<file path="src/rtl/pio_pkg.sv">
package pio_pkg;
    localparam int REG_AW = 8;

    typedef enum logic [REG_AW-1:0] {
        RG_DOUT  = 8'h00,
        RG_DIN   = 8'h04,
        RG_DIR   = 8'h08,
        RG_POL   = 8'h18,
        RG_BOTH  = 8'h1C,
        RG_CAP   = 8'h20,
        RG_MODE  = 8'h2C,
        RG_ENSET = 8'h30,
        RG_ENCLR = 8'h34,
        RG_OSET  = 8'h40,
        RG_OCLR  = 8'h44,
        RG_DSET  = 8'h48,
        RG_DCLR  = 8'h4C
    } reg_e;
endpackage

</file>
<file path="src/rtl/pio_sync.sv">
module pio_sync #(
    parameter int W = 32
) (
    input  logic         clk,
    input  logic         rst_n,
    input  logic [W-1:0] raw,
    output logic [W-1:0] synced
);
    logic [W-1:0] stage1_q;
    logic [W-1:0] stage2_q;

    always_ff @(posedge clk or negedge rst_n) begin
        if (!rst_n) begin
            stage1_q <= '0;
            stage2_q <= '0;
        end else begin
            stage1_q <= raw;
            stage2_q <= stage1_q;
        end
    end

    assign synced = stage2_q;
endmodule

</file>
<file path="src/rtl/pio_detect.sv">
module pio_detect #(
    parameter int PINS = 32
) (
    input  logic            clk,
    input  logic            rst_n,
    input  logic [PINS-1:0] lvl,
    input  logic [PINS-1:0] mode,
    input  logic [PINS-1:0] pol,
    input  logic [PINS-1:0] both,
    output logic [PINS-1:0] ev
);
    logic [PINS-1:0] prev_q;

    always_ff @(posedge clk or negedge rst_n) begin
        if (!rst_n) prev_q <= '0;
        else        prev_q <= lvl;
    end

    for (genvar i = 0; i < PINS; i++) begin : g_pin
        logic rise;
        logic fall;
        logic edge_hit;
        assign rise     = lvl[i] & ~prev_q[i];
        assign fall     = ~lvl[i] & prev_q[i];
        assign edge_hit = (both[i] & ~pol[i]) ? (rise | fall)
                        : (pol[i] ? fall : rise);
        assign ev[i]    = mode[i] ? (lvl[i] ^ pol[i]) : edge_hit;
    end

    // an edge-mode event only appears when the synchronised level moved
    p_edge_needs_change_r5: assert property (@(posedge clk) disable iff (!rst_n)
        ((ev & ~mode & ~(lvl ^ prev_q)) == '0));
endmodule

</file>
<file path="src/rtl/pio_regs.sv">
module pio_regs
    import pio_pkg::*;
#(
    parameter int PINS = 32
) (
    input  logic              clk,
    input  logic              rst_n,
    input  logic              wr_en,
    input  logic [REG_AW-1:0] addr,
    input  logic [PINS-1:0]   wdata,
    input  logic [PINS-1:0]   din,
    input  logic [PINS-1:0]   ev,
    output logic [PINS-1:0]   rdata,
    output logic [PINS-1:0]   dout_q,
    output logic [PINS-1:0]   dir_q,
    output logic [PINS-1:0]   mode_q,
    output logic [PINS-1:0]   pol_q,
    output logic [PINS-1:0]   both_q,
    output logic [PINS-1:0]   cap_q,
    output logic [PINS-1:0]   en_q
);
    logic [PINS-1:0] cap_clr;
    logic            cap_wr;

    assign cap_wr  = wr_en && (addr == RG_CAP);
    assign cap_clr = cap_wr ? wdata : '0;

    always_ff @(posedge clk or negedge rst_n) begin
        if (!rst_n) begin
            dout_q <= '0;
            dir_q  <= '0;
            mode_q <= '0;
            pol_q  <= '0;
            both_q <= '0;
            cap_q  <= '0;
            en_q   <= '0;
        end else begin
            cap_q <= (cap_q & ~cap_clr) | ev;
            if (wr_en) begin
                unique case (addr)
                    RG_DOUT:  dout_q <= wdata;
                    RG_DIR:   dir_q  <= wdata;
                    RG_POL:   pol_q  <= wdata;
                    RG_BOTH:  both_q <= wdata;
                    RG_MODE:  mode_q <= wdata;
                    RG_ENSET: en_q   <= en_q | wdata;
                    RG_ENCLR: en_q   <= en_q & ~wdata;
                    RG_OSET:  dout_q <= dout_q | wdata;
                    RG_OCLR:  dout_q <= dout_q & ~wdata;
                    RG_DSET:  dir_q  <= dir_q | wdata;
                    RG_DCLR:  dir_q  <= dir_q & ~wdata;
                    default:  ;
                endcase
            end
        end
    end

    always_comb begin
        unique case (addr)
            RG_DOUT:  rdata = dout_q;
            RG_DIN:   rdata = din;
            RG_DIR:   rdata = dir_q;
            RG_POL:   rdata = pol_q;
            RG_BOTH:  rdata = both_q;
            RG_CAP:   rdata = cap_q;
            RG_MODE:  rdata = mode_q;
            RG_ENSET: rdata = en_q;
            RG_ENCLR: rdata = en_q;
            default:  rdata = '0;
        endcase
    end

    p_out_set_r3: assert property (@(posedge clk) disable iff (!rst_n)
        (wr_en && addr == RG_OSET) |=> ((dout_q & $past(wdata)) == $past(wdata)));
    p_out_clr_r3: assert property (@(posedge clk) disable iff (!rst_n)
        (wr_en && addr == RG_OCLR) |=> ((dout_q & $past(wdata)) == '0));
    p_dir_set_r3: assert property (@(posedge clk) disable iff (!rst_n)
        (wr_en && addr == RG_DSET) |=> ((dir_q & $past(wdata)) == $past(wdata)));
    p_w1c_r8: assert property (@(posedge clk) disable iff (!rst_n)
        cap_wr |=> ((cap_q & $past(wdata & ~ev)) == '0));
    p_cap_hold_r8: assert property (@(posedge clk) disable iff (!rst_n)
        !cap_wr |=> ((cap_q & $past(cap_q)) == $past(cap_q)));
    p_en_set_r9: assert property (@(posedge clk) disable iff (!rst_n)
        (wr_en && addr == RG_ENSET) |=> ((en_q & $past(wdata)) == $past(wdata)));
endmodule

</file>
<file path="src/rtl/pio_port32.sv">
module pio_port32
    import pio_pkg::*;
#(
    parameter int PINS = 32
) (
    input  logic              clk,
    input  logic              rst_n,
    input  logic              wr_en,
    input  logic [REG_AW-1:0] addr,
    input  logic [PINS-1:0]   wdata,
    output logic [PINS-1:0]   rdata,
    input  logic [PINS-1:0]   pin_in,
    output logic [PINS-1:0]   pin_out,
    output logic [PINS-1:0]   pin_oe,
    output logic              irq
);
    logic [PINS-1:0] din;
    logic [PINS-1:0] ev;
    logic [PINS-1:0] mode_q;
    logic [PINS-1:0] pol_q;
    logic [PINS-1:0] both_q;
    logic [PINS-1:0] cap_q;
    logic [PINS-1:0] en_q;

    pio_sync #(.W(PINS)) u_sync (
        .clk    (clk),
        .rst_n  (rst_n),
        .raw    (pin_in),
        .synced (din)
    );

    pio_detect #(.PINS(PINS)) u_detect (
        .clk   (clk),
        .rst_n (rst_n),
        .lvl   (din),
        .mode  (mode_q),
        .pol   (pol_q),
        .both  (both_q),
        .ev    (ev)
    );

    pio_regs #(.PINS(PINS)) u_regs (
        .clk    (clk),
        .rst_n  (rst_n),
        .wr_en  (wr_en),
        .addr   (addr),
        .wdata  (wdata),
        .din    (din),
        .ev     (ev),
        .rdata  (rdata),
        .dout_q (pin_out),
        .dir_q  (pin_oe),
        .mode_q (mode_q),
        .pol_q  (pol_q),
        .both_q (both_q),
        .cap_q  (cap_q),
        .en_q   (en_q)
    );

    assign irq = |(cap_q & en_q);

    // the line only rises after a register write or a fresh event
    p_irq_cause_r10: assert property (@(posedge clk) disable iff (!rst_n)
        $rose(irq) |-> ($past(wr_en) || ($past(ev) != '0)));
endmodule

</file>
<file path="config.mk">
export PLATFORM = sky130hd
export DESIGN_NAME = pio_port32
export DESIGN_NICKNAME = d
export VERILOG_FILES = /design/src/rtl/pio_pkg.sv /design/src/rtl/pio_sync.sv /design/src/rtl/pio_detect.sv /design/src/rtl/pio_regs.sv /design/src/rtl/pio_port32.sv
export SDC_FILE = /design/constraint.sdc
export NUM_CORES = 1
export LEC_CHECK = 0
export ABC_AREA = 1
export ABC_CLOCK_PERIOD_IN_PS = 1700
export BUFFER_PORTS_ARGS = -buffer_cell sky130_fd_sc_hd__buf_2
export CORE_ASPECT_RATIO = 0.6
export CORE_MARGIN = 1.5
export CORE_UTILIZATION = 60
export CTS_CLUSTER_DIAMETER = 200
export DETAILED_ROUTE_END_ITERATION = 10
export PLACE_DENSITY = 0.85
export SYNTH_ARGS = -nofsm -noshare
export SYNTH_HDL_FRONTEND = slang
export SYNTH_SLANG_ARGS = --single-unit
</file>
<file path="constraint.sdc">
create_clock -name clk -period 1.7 [get_ports clk]
set_clock_uncertainty 0.05 [all_clocks]
set_input_delay 0 -clock clk [delete_from_list [all_inputs] [get_ports clk]]
set_output_delay 0 -clock clk [all_outputs]
set_load 0.02 [all_outputs]
</file>
==> impl_summary.txt, run 1 <==
----------------------------------------------------
[Placed design]
  Sum of net half-perimeters after detailed placement ... 33.7 mm
  Dpl cell area ... 0.0184 mm²
  Buffers on Ports ... 171
  Gp weighted congestion ... 0.894
  Number of cells after detailed placement ... 2681

[Worst setup path]
  Data required time of the worst path ... 1.65 ns
  Largest delay contributor family on the critical path ... simple AND/OR/NAND/NOR gates
  CP bufs+invs ... 1
  Cell breakdown of the critical path ... nand2_1 -> nand4_1 -> or2_4 -> nor2_4 -> nand2_2 -> buf_6
  Max incr delay on CP ... 0.40 ns
  Critical Path Source Type ... register
  Slowest CP cell ... sky130_fd_sc_hd__dfrtp_1
  Critical path class ... register to primary output
  Critical Path Fanout Max ... 2
  Reg2reg setup slack ... 0.20 ns
  Endpoint class of the critical path ... primary output
  Data arrival time at the worst-slack endpoint ... 1.82 ns

[Timing]
  Worst relative slew slack ... 0.643
  Tightest Pin Transition ... 0.535 ns
  Unrepaired setup endpoints after global routing ... true
  Setup-violating endpoint count in the final report ... 2
  Clock period minus worst slack ... 1.87 ns
  Final Cycle Share ... 1.10
  Worst hold slack after final layout ... 0.00989 ns
  Setup TNS after final layout ... -0.208 ns
  Final Max Slew Viols ... 0
  Achievable clock frequency ... 0.534 GHz
  Final Hold Vio Count ... 0
  PnR worst setup slack ... -0.174 ns

[Routing]
  DRT Wirelength ... 53.4 mm
  Number of antenna-violating nets in the routed design ... 0
  Number of DRC violations after detailed routing ... 0
  Detail-routed net length per standard cell ... 18.9 µm
  First DRT Iteration DRCs ... 2343
  Number of vias per cell ... 6.05
  First-pass DRT Iterations ... 7
  Vias post-DR ... 17000

[Power and ir drop]
  Sw Share ... 0.281
  Clock share of power ... 0.381
  Worst IR Drop VDD ... 0.952 mV
  Internal power component ... 12.6 mW
  Leakage power ... 10.4 nW
  Flop pwr share ... 0.490
  Power per cell area ... 867 mW/mm²
  Combinational share of power ... 0.129
  Switching Power ... 4.91 mW

[Synthesis]
  Proportion of synthesized chip area in sequential cells ... 0.474
  Synthesis Warnings ... 0
  Synthesized area per cell ... 7.64 µm²
  Cell area after technology mapping ... 0.0169 mm²
  Synthesized netlist net count ... 2353
  Number of synthesized register bits ... 320
  Cell variety after synth ... 23
  Post-synthesis cell count ... 2214

[Die]
  Area of the core ... 0.0276 mm²
  Full die area ... 0.0292 mm²
  Die Wd ... 220 µm
  Die extent in y ... 133 µm
  Row Count ... 47
  Starting utilization of the core area ... 0.612
  I/O pin total ... 172

[Global route]
  Maximum number of pins on one net before global-route repair ... 85
  Overall global routing resource usage ... 0.365
  Initial antenna violation count ... 0
  Number of global-route vias before repair ... 16200
  GRT Residual Overflow ... 0
  Global-route wire length before repair ... 84.1 mm

[Layout]
  Commonest non-fill, non-tap cells in the layout ... sky130_fd_sc_hd__nand2_1 (718), sky130_fd_sc_hd__nand3_1 (387), sky130_fd_sc_hd__dfrtp_1 (316)
  Layout Nets ... 2566
  Area growth from synthesis to layout ... 19.4%
  Core utilization of the finished layout ... 0.731
  Layout cell share with drive strength beyond 1 ... 0.131
  Layout Cells excl Fill ... 2817
  Final instance area ... 0.0202 mm²
  Most common cell after layout, fill and taps aside ... sky130_fd_sc_hd__nand2_1
  Number of inserted filler cells in the final layout ... 2067

[Run]
  Max-cap violations ... 0

[Clock network]
  Number of sinks on the clock net ... 320
  CTS max path bufs ... 3
  Clock tree from TritonCTS ... yes
  Maximum level of the CTS H-tree ... 1
  Clock insertion delay at the later pin of the skew report ... 0.58 ns
  CTS Root Buffer Type ... sky130_fd_sc_hd__clkbuf_16
  Clock-pin slew of the registers on the worst-case setup and hold paths ... 0.06 ns
  Number of clock buffers inserted by TritonCTS ... 30

[Outcome]
  Failing checks ... negative setup slack
  Status ... finished, violations left

[Min path]
  Classification of the worst-slack hold path ... input port to register

----------------------------------------------------
==> path summary, 6_finish.rpt <==
path | startpoint | to | depth (start not counted)
hold / removal | pin_in[7] | u_sync.stage1_q[7] | 2
min in group asynchronous | rst_n | u_regs.dir_q[26] | 3
max in group asynchronous | rst_n | u_sync.synced[21] | 3
setup reg to reg | u_sync.synced[3] | u_regs.cap_q[3] | 7
hold reg to reg | u_sync.stage1_q[24] | u_sync.synced[24] | 0
setup / recovery | u_regs.cap_q[8] | irq | 6
==> through the flow <==
stage | setup WS [ns] | power, mW
global placement | 0.233 | 10.6
detailed placement | 0.144 | 10.7
global route | -0.222 | 18.1
floorplan | 0.512 | 9.66
finish | -0.174 | 17.5
CTS | -0.149 | 17.5
==> Yosys cell counts <==
cell                       instances  area [µm²]
sky130_fd_sc_hd__dfrtp_1         320        8010
sky130_fd_sc_hd__inv_2             7        26.3
sky130_fd_sc_hd__buf_1             4        15.0
sky130_fd_sc_hd__or2_2             2        12.5
sky130_fd_sc_hd__nor2_2            8        50.1
sky130_fd_sc_hd__inv_1           137         514
sky130_fd_sc_hd__nor2_1          136         510
sky130_fd_sc_hd__buf_2            47         235
sky130_fd_sc_hd__nand3_1         388        1940
sky130_fd_sc_hd__o21ai_0         116         581
sky130_fd_sc_hd__nand2_4           1        11.3
sky130_fd_sc_hd__nand4_1          68         425
sky130_fd_sc_hd__nor2_4            4        45.0
sky130_fd_sc_hd__nand2_2           3        18.8
sky130_fd_sc_hd__clkbuf_2          1        5.00
sky130_fd_sc_hd__nand3_2           3        30.0
sky130_fd_sc_hd__clkbuf_1         41         154
sky130_fd_sc_hd__buf_4            34         255
sky130_fd_sc_hd__nand2_1         720        2700
sky130_fd_sc_hd__o21ai_1          37         185
sky130_fd_sc_hd__ha_1             64         801
sky130_fd_sc_hd__a21oi_1          66         330
sky130_fd_sc_hd__o211ai_1          7        52.6
==> power groups by stage <==
| stage | Combinational [mW] | Sequential, mW | Clock, mW |
|---|---|---|---|
| 3_3_place_gp | 1.94 | 8.67 | 0 |
| 3_5_place_dp | 2.01 | 8.69 | 0 |
| 4_1_cts | 2.21 | 8.56 | 6.69 |
| 2_1_floorplan | 0.892 | 8.77 | 0 |
| 6_report | 2.26 | 8.59 | 6.67 |
| 5_1_grt | 2.47 | 8.63 | 7.00 |
==> cells by family (layout without fill, tap and decap cells) <==
| family | Yosys count | in the layout | share of synthesized area |
|---|---|---|---|
| AO/OA/AOI/OAI | 226 | 226 | 0.0679 |
| adder cells (fa/ha/maj) | 64 | 64 | 0.0474 |
| buffers and inverters | 271 | 506 | 0.0713 |
| flip-flops | 320 | 320 | 0.474 |
| other | 0 | 1 | 0 |
| AND/OR/NAND/NOR | 1333 | 1333 | 0.340 |
==> worst reg2reg max path, stage by stage (launching register included) <==
cell,delay (ns)
sky130_fd_sc_hd__dfrtp_1,0.54
sky130_fd_sc_hd__inv_1,0.11
sky130_fd_sc_hd__ha_1,0.30
sky130_fd_sc_hd__nand2_1,0.04
sky130_fd_sc_hd__o21ai_0,0.06
sky130_fd_sc_hd__nand2_1,0.06
sky130_fd_sc_hd__a21oi_1,0.15
sky130_fd_sc_hd__nand2_1,0.07
==> timing repair <==
| action | CTS | global route |
|---|---|---|
| hold buffers | 71 | 0 |
| endpoints found under the hold margin | 576 | 0 |
| pin swaps | 4 | 7 |
| setup buffers | 5 | 5 |
| gates resized for setup | 9 | 12 |
| setup endpoints to repair | 1 | 6 |
==> layer usage <==
metal | part of all wire | up-vias | global-route usage
li1 | - | 7680 | -
met1 | 0.39 | 7975 | 0.506
met2 | 0.44 | 1208 | 0.556
met3 | 0.13 | 168 | 0.0894
met4 | 0.034 | 0 | 0.143
met5 | 0 | - | 0
==> area by class of cell <==
cell class / count / area, µm² / area share
Tap cell: 367 / 459 / 0.0227
Clock inverter: 6 / 58.8 / 0.00291
Timing Repair Buffer: 308 / 2440 / 0.121
Antenna cell: 1 / 2.50 / 0.000124
Inverter: 144 / 541 / 0.0268
Multi-Input combinational cell: 1623 / 7790 / 0.386
Clock buffer: 48 / 890 / 0.0441
Sequential cell: 320 / 8010 / 0.397
Note: power is estimated with default switching activity, not from simulation.
==> inputs of run 2 (changes only) <==
Settings changed: BUFFER_PORTS_ARGS -buffer_cell sky130_fd_sc_hd__buf_2 to not set, DONT_BUFFER_PORTS set to 1, PLACE_DENSITY 0.85 to 0.76, TNS_END_PERCENT set to 50.
==> impl_summary.txt, run 2 (synthesis results as in run 1) <==
----------------------------------------------------
[Clock network]
  Clock insertion delay at the later pin of the skew report ... 0.58 ns (about the same)
  CTS max path bufs ... 3 (unchanged)
  Number of clock buffers inserted by TritonCTS ... 30 (unchanged)
  CTS Root Buffer Type ... sky130_fd_sc_hd__clkbuf_16
  Clock-pin slew of the registers on the worst-case setup and hold paths ... 0.06 ns (about the same)
  Number of sinks on the clock net ... 320 (unchanged)
  Clock tree from TritonCTS ... yes
  Maximum level of the CTS H-tree ... 1 (unchanged)

[Global route]
  Initial antenna violation count ... 2 (+2)
  Overall global routing resource usage ... 0.383 (+0.0177)
  Number of global-route vias before repair ... 16100 (-0.87%)
  Global-route wire length before repair ... 87.4 mm (+4.0%)
  GRT Residual Overflow ... 0 (unchanged)
  Maximum number of pins on one net before global-route repair ... 321 (+280%)

[Worst setup path]
  Critical register-to-register path startpoint ... u_sync.synced[30]
  Max incr delay on CP ... 0.41 ns (about the same)
  FF-to-FF End ... u_regs.cap_q[30]
  Critical Path Fanout Max ... 3 (+1)
  CP bufs+invs ... 0 (-1)
  Slowest CP cell ... sky130_fd_sc_hd__dfrtp_1
  Data required time of the worst path ... 1.65 ns (about the same)
  Critical Path Source Type ... register
  Reg2reg setup slack ... 0.22 ns (+0.02 ns)
  Cell breakdown of the critical path ... nand2_1 -> nand4_1 -> or2_4 -> nor2_4 -> nand2_4
  Largest delay contributor family on the critical path ... simple AND/OR/NAND/NOR gates
  Endpoint class of the critical path ... primary output
  Data arrival time at the worst-slack endpoint ... 1.76 ns (-0.06 ns)
  Critical path class ... register to primary output
  Reg2Reg Depth ... 7 (unchanged)

[Placed design]
  Gp weighted congestion ... 0.915 (+2.3%)
  Sum of net half-perimeters after detailed placement ... 32.5 mm (-3.8%)
  Buffers on Ports ... 0 (-100%)
  Number of cells after detailed placement ... 2504 (-6.6%)

[Routing]
  Vias post-DR ... 17000 (-0.14%)
  First-pass DRT Iterations ... 5 (-2)
  Number of antenna-violating nets in the routed design ... 0 (unchanged)
  Detail-routed net length per standard cell ... 20.7 µm (+9.4%)
  DRT Wirelength ... 57.6 mm (+7.9%)
  First DRT Iteration DRCs ... 2456 (+4.8%)
  Number of DRC violations after detailed routing ... 0 (unchanged)
  Number of vias per cell ... 6.12 (+1.3%)

[Timing]
  Worst relative slew slack ... 0.188 (-0.455)
  Unrepaired setup endpoints after global routing ... true
  Worst hold slack after final layout ... -0.934 ns (-0.944 ns)
  Final Cycle Share ... 1.07 (-0.0354)
  Final Hold Vio Count ... 331 (+331)
  Clock period minus worst slack ... 1.81 ns (-0.0602 ns)
  Tightest Pin Transition ... 1.22 ns (+0.681 ns)
  PnR worst setup slack ... -0.113 ns (+0.0602 ns)
  Achievable clock frequency ... 0.551 GHz (+3.3%)
  Setup-violating endpoint count in the final report ... 8 (+6)
  Final Max Slew Viols ... 0 (unchanged)

[Layout]
  Layout Cells excl Fill ... 2778 (-1.4%)
  Area growth from synthesis to layout ... 22.3%
  Layout cell share with drive strength beyond 1 ... 0.0681 (-0.0630)
  Commonest non-fill, non-tap cells in the layout ... sky130_fd_sc_hd__nand2_1 (713), sky130_fd_sc_hd__nand3_1 (387), sky130_fd_sc_hd__dfrtp_1 (318)
  Layout Nets ... 2527 (-1.5%)
  Most common cell after layout, fill and taps aside ... sky130_fd_sc_hd__nand2_1

[Die]
  Die extent in y ... 133 µm (unchanged)
  Area of the core ... 0.0276 mm² (unchanged)
  Starting utilization of the core area ... 0.612 (unchanged)
  Die Wd ... 220 µm (unchanged)
  I/O pin total ... 172 (unchanged)
  Full die area ... 0.0292 mm² (unchanged)
  Row Count ... 47 (unchanged)

[Min path]
  Classification of the worst-slack hold path ... input port to asynchronous set/reset pin

[Power and ir drop]
  Power per cell area ... 856 mW/mm² (-1.3%)
  Worst IR Drop VDD ... 0.839 mV (-12%)
  Leakage power ... 10.1 nW (-2.7%)

[Outcome]
  Status ... finished, violations left
  Failing checks ... negative hold slack, negative setup slack

[Run]
  Max-cap violations ... 0 (unchanged)

----------------------------------------------------
-- run 2: changes by cell type in the layout (fill, tap and decap cells not counted), moves of 4 or more --
| cell | previous run | this run |
|---|---|---|
| sky130_fd_sc_hd__nand2_1 | 718 | 713 |
| sky130_fd_sc_hd__buf_4 | 40 | 53 |
| sky130_fd_sc_hd__buf_12 | 28 | 15 |
| sky130_fd_sc_hd__clkbuf_8 | 5 | 9 |
| sky130_fd_sc_hd__clkbuf_1 | 12 | 8 |
| sky130_fd_sc_hd__buf_2 | 166 | 0 |
| sky130_fd_sc_hd__clkbuf_16 | 31 | 36 |
| sky130_fd_sc_hd__dlygate4sd3_1 | 70 | 191 |
-- run 2: worst max path at each step --
stage                 startpoint                to  slack, ns  depth (start not counted)
6_report         u_regs.cap_q[9]               irq      -0.11                          5
5_1_grt         u_regs.cap_q[31]               irq      -0.14                          6
4_1_cts          u_regs.cap_q[9]               irq      -0.11                          5
3_5_place_dp   u_sync.synced[30]  u_regs.cap_q[30]       0.24                          7
3_3_place_gp   u_sync.synced[30]  u_regs.cap_q[30]       0.29                          7
2_1_floorplan   u_sync.synced[2]   u_regs.cap_q[2]       0.51                          7
-- run 2: repair_timing --
action                     in CTS  in global routing
setup endpoints to repair       1                 58
buffers inserted                0                 19
pin swaps                       4                  7
gates resized for setup         7                 16
hold buffers                  184                 13
gates cloned                    0                  5
hold endpoints to repair      576                356
-- run 2: where the power goes --
part | internal [mW] | total, mW | leakage (nW) | switching, mW
combinational | 0.694 | 1.70 | 5.58 | 1.01
clock | 4.17 | 7.17 | 0.506 | 3.00
sequential | 8.08 | 8.84 | 4.02 | 0.760
total | 12.9 | 17.7 | 10.1 | 4.77
-- run 2: cell type report --
| class | instances | area, µm² |
|---|---|---|
| Sequential cell | 320 | 8010 |
| Multi-Input combinational cell | 1623 | 7820 |
| Fill cell | 2015 | 6950 |
| Timing Repair Buffer | 269 | 2830 |
| Clock buffer | 48 | 930 |
| Inverter | 144 | 541 |
| Tap cell | 367 | 459 |
| Clock inverter | 5 | 100 |
| Antenna cell | 2 | 5.00 |
-- run 2: worst register-to-register path: stages (launching register included) --
cell and delay, ns:
sky130_fd_sc_hd__dfrtp_1 0.44, sky130_fd_sc_hd__inv_1 0.07, sky130_fd_sc_hd__ha_1 0.27, sky130_fd_sc_hd__nand2_1 0.04, sky130_fd_sc_hd__o21ai_0 0.07, sky130_fd_sc_hd__nand2_1 0.07, sky130_fd_sc_hd__a21oi_1 0.27, sky130_fd_sc_hd__nand2_1 0.09
-- run 2: metal layers --
layer	routed length, µm	vias up	GRT usage
met3	7690	197	0.103
met5	13	-	0
met2	24400	1139	0.567
li1	-	7599	-
met4	2360	2	0.133
met1	23100	8070	0.544
-- run 2: metrics by stage --
step	util	setup slack (ns)	TNS (ns)	power [mW]	area [µm²]
after floorplan	-	0.512	0	9.66	16900
after global placement	0.627	0.287	0	10.0	17300
after detailed placement	0.627	0.243	0	10.1	17300
after CTS	0.733	-0.112	-1.47	17.6	20300
after global routing	0.748	-0.136	-2.89	18.2	20700
final	0.749	-0.113	-0.284	17.7	20700
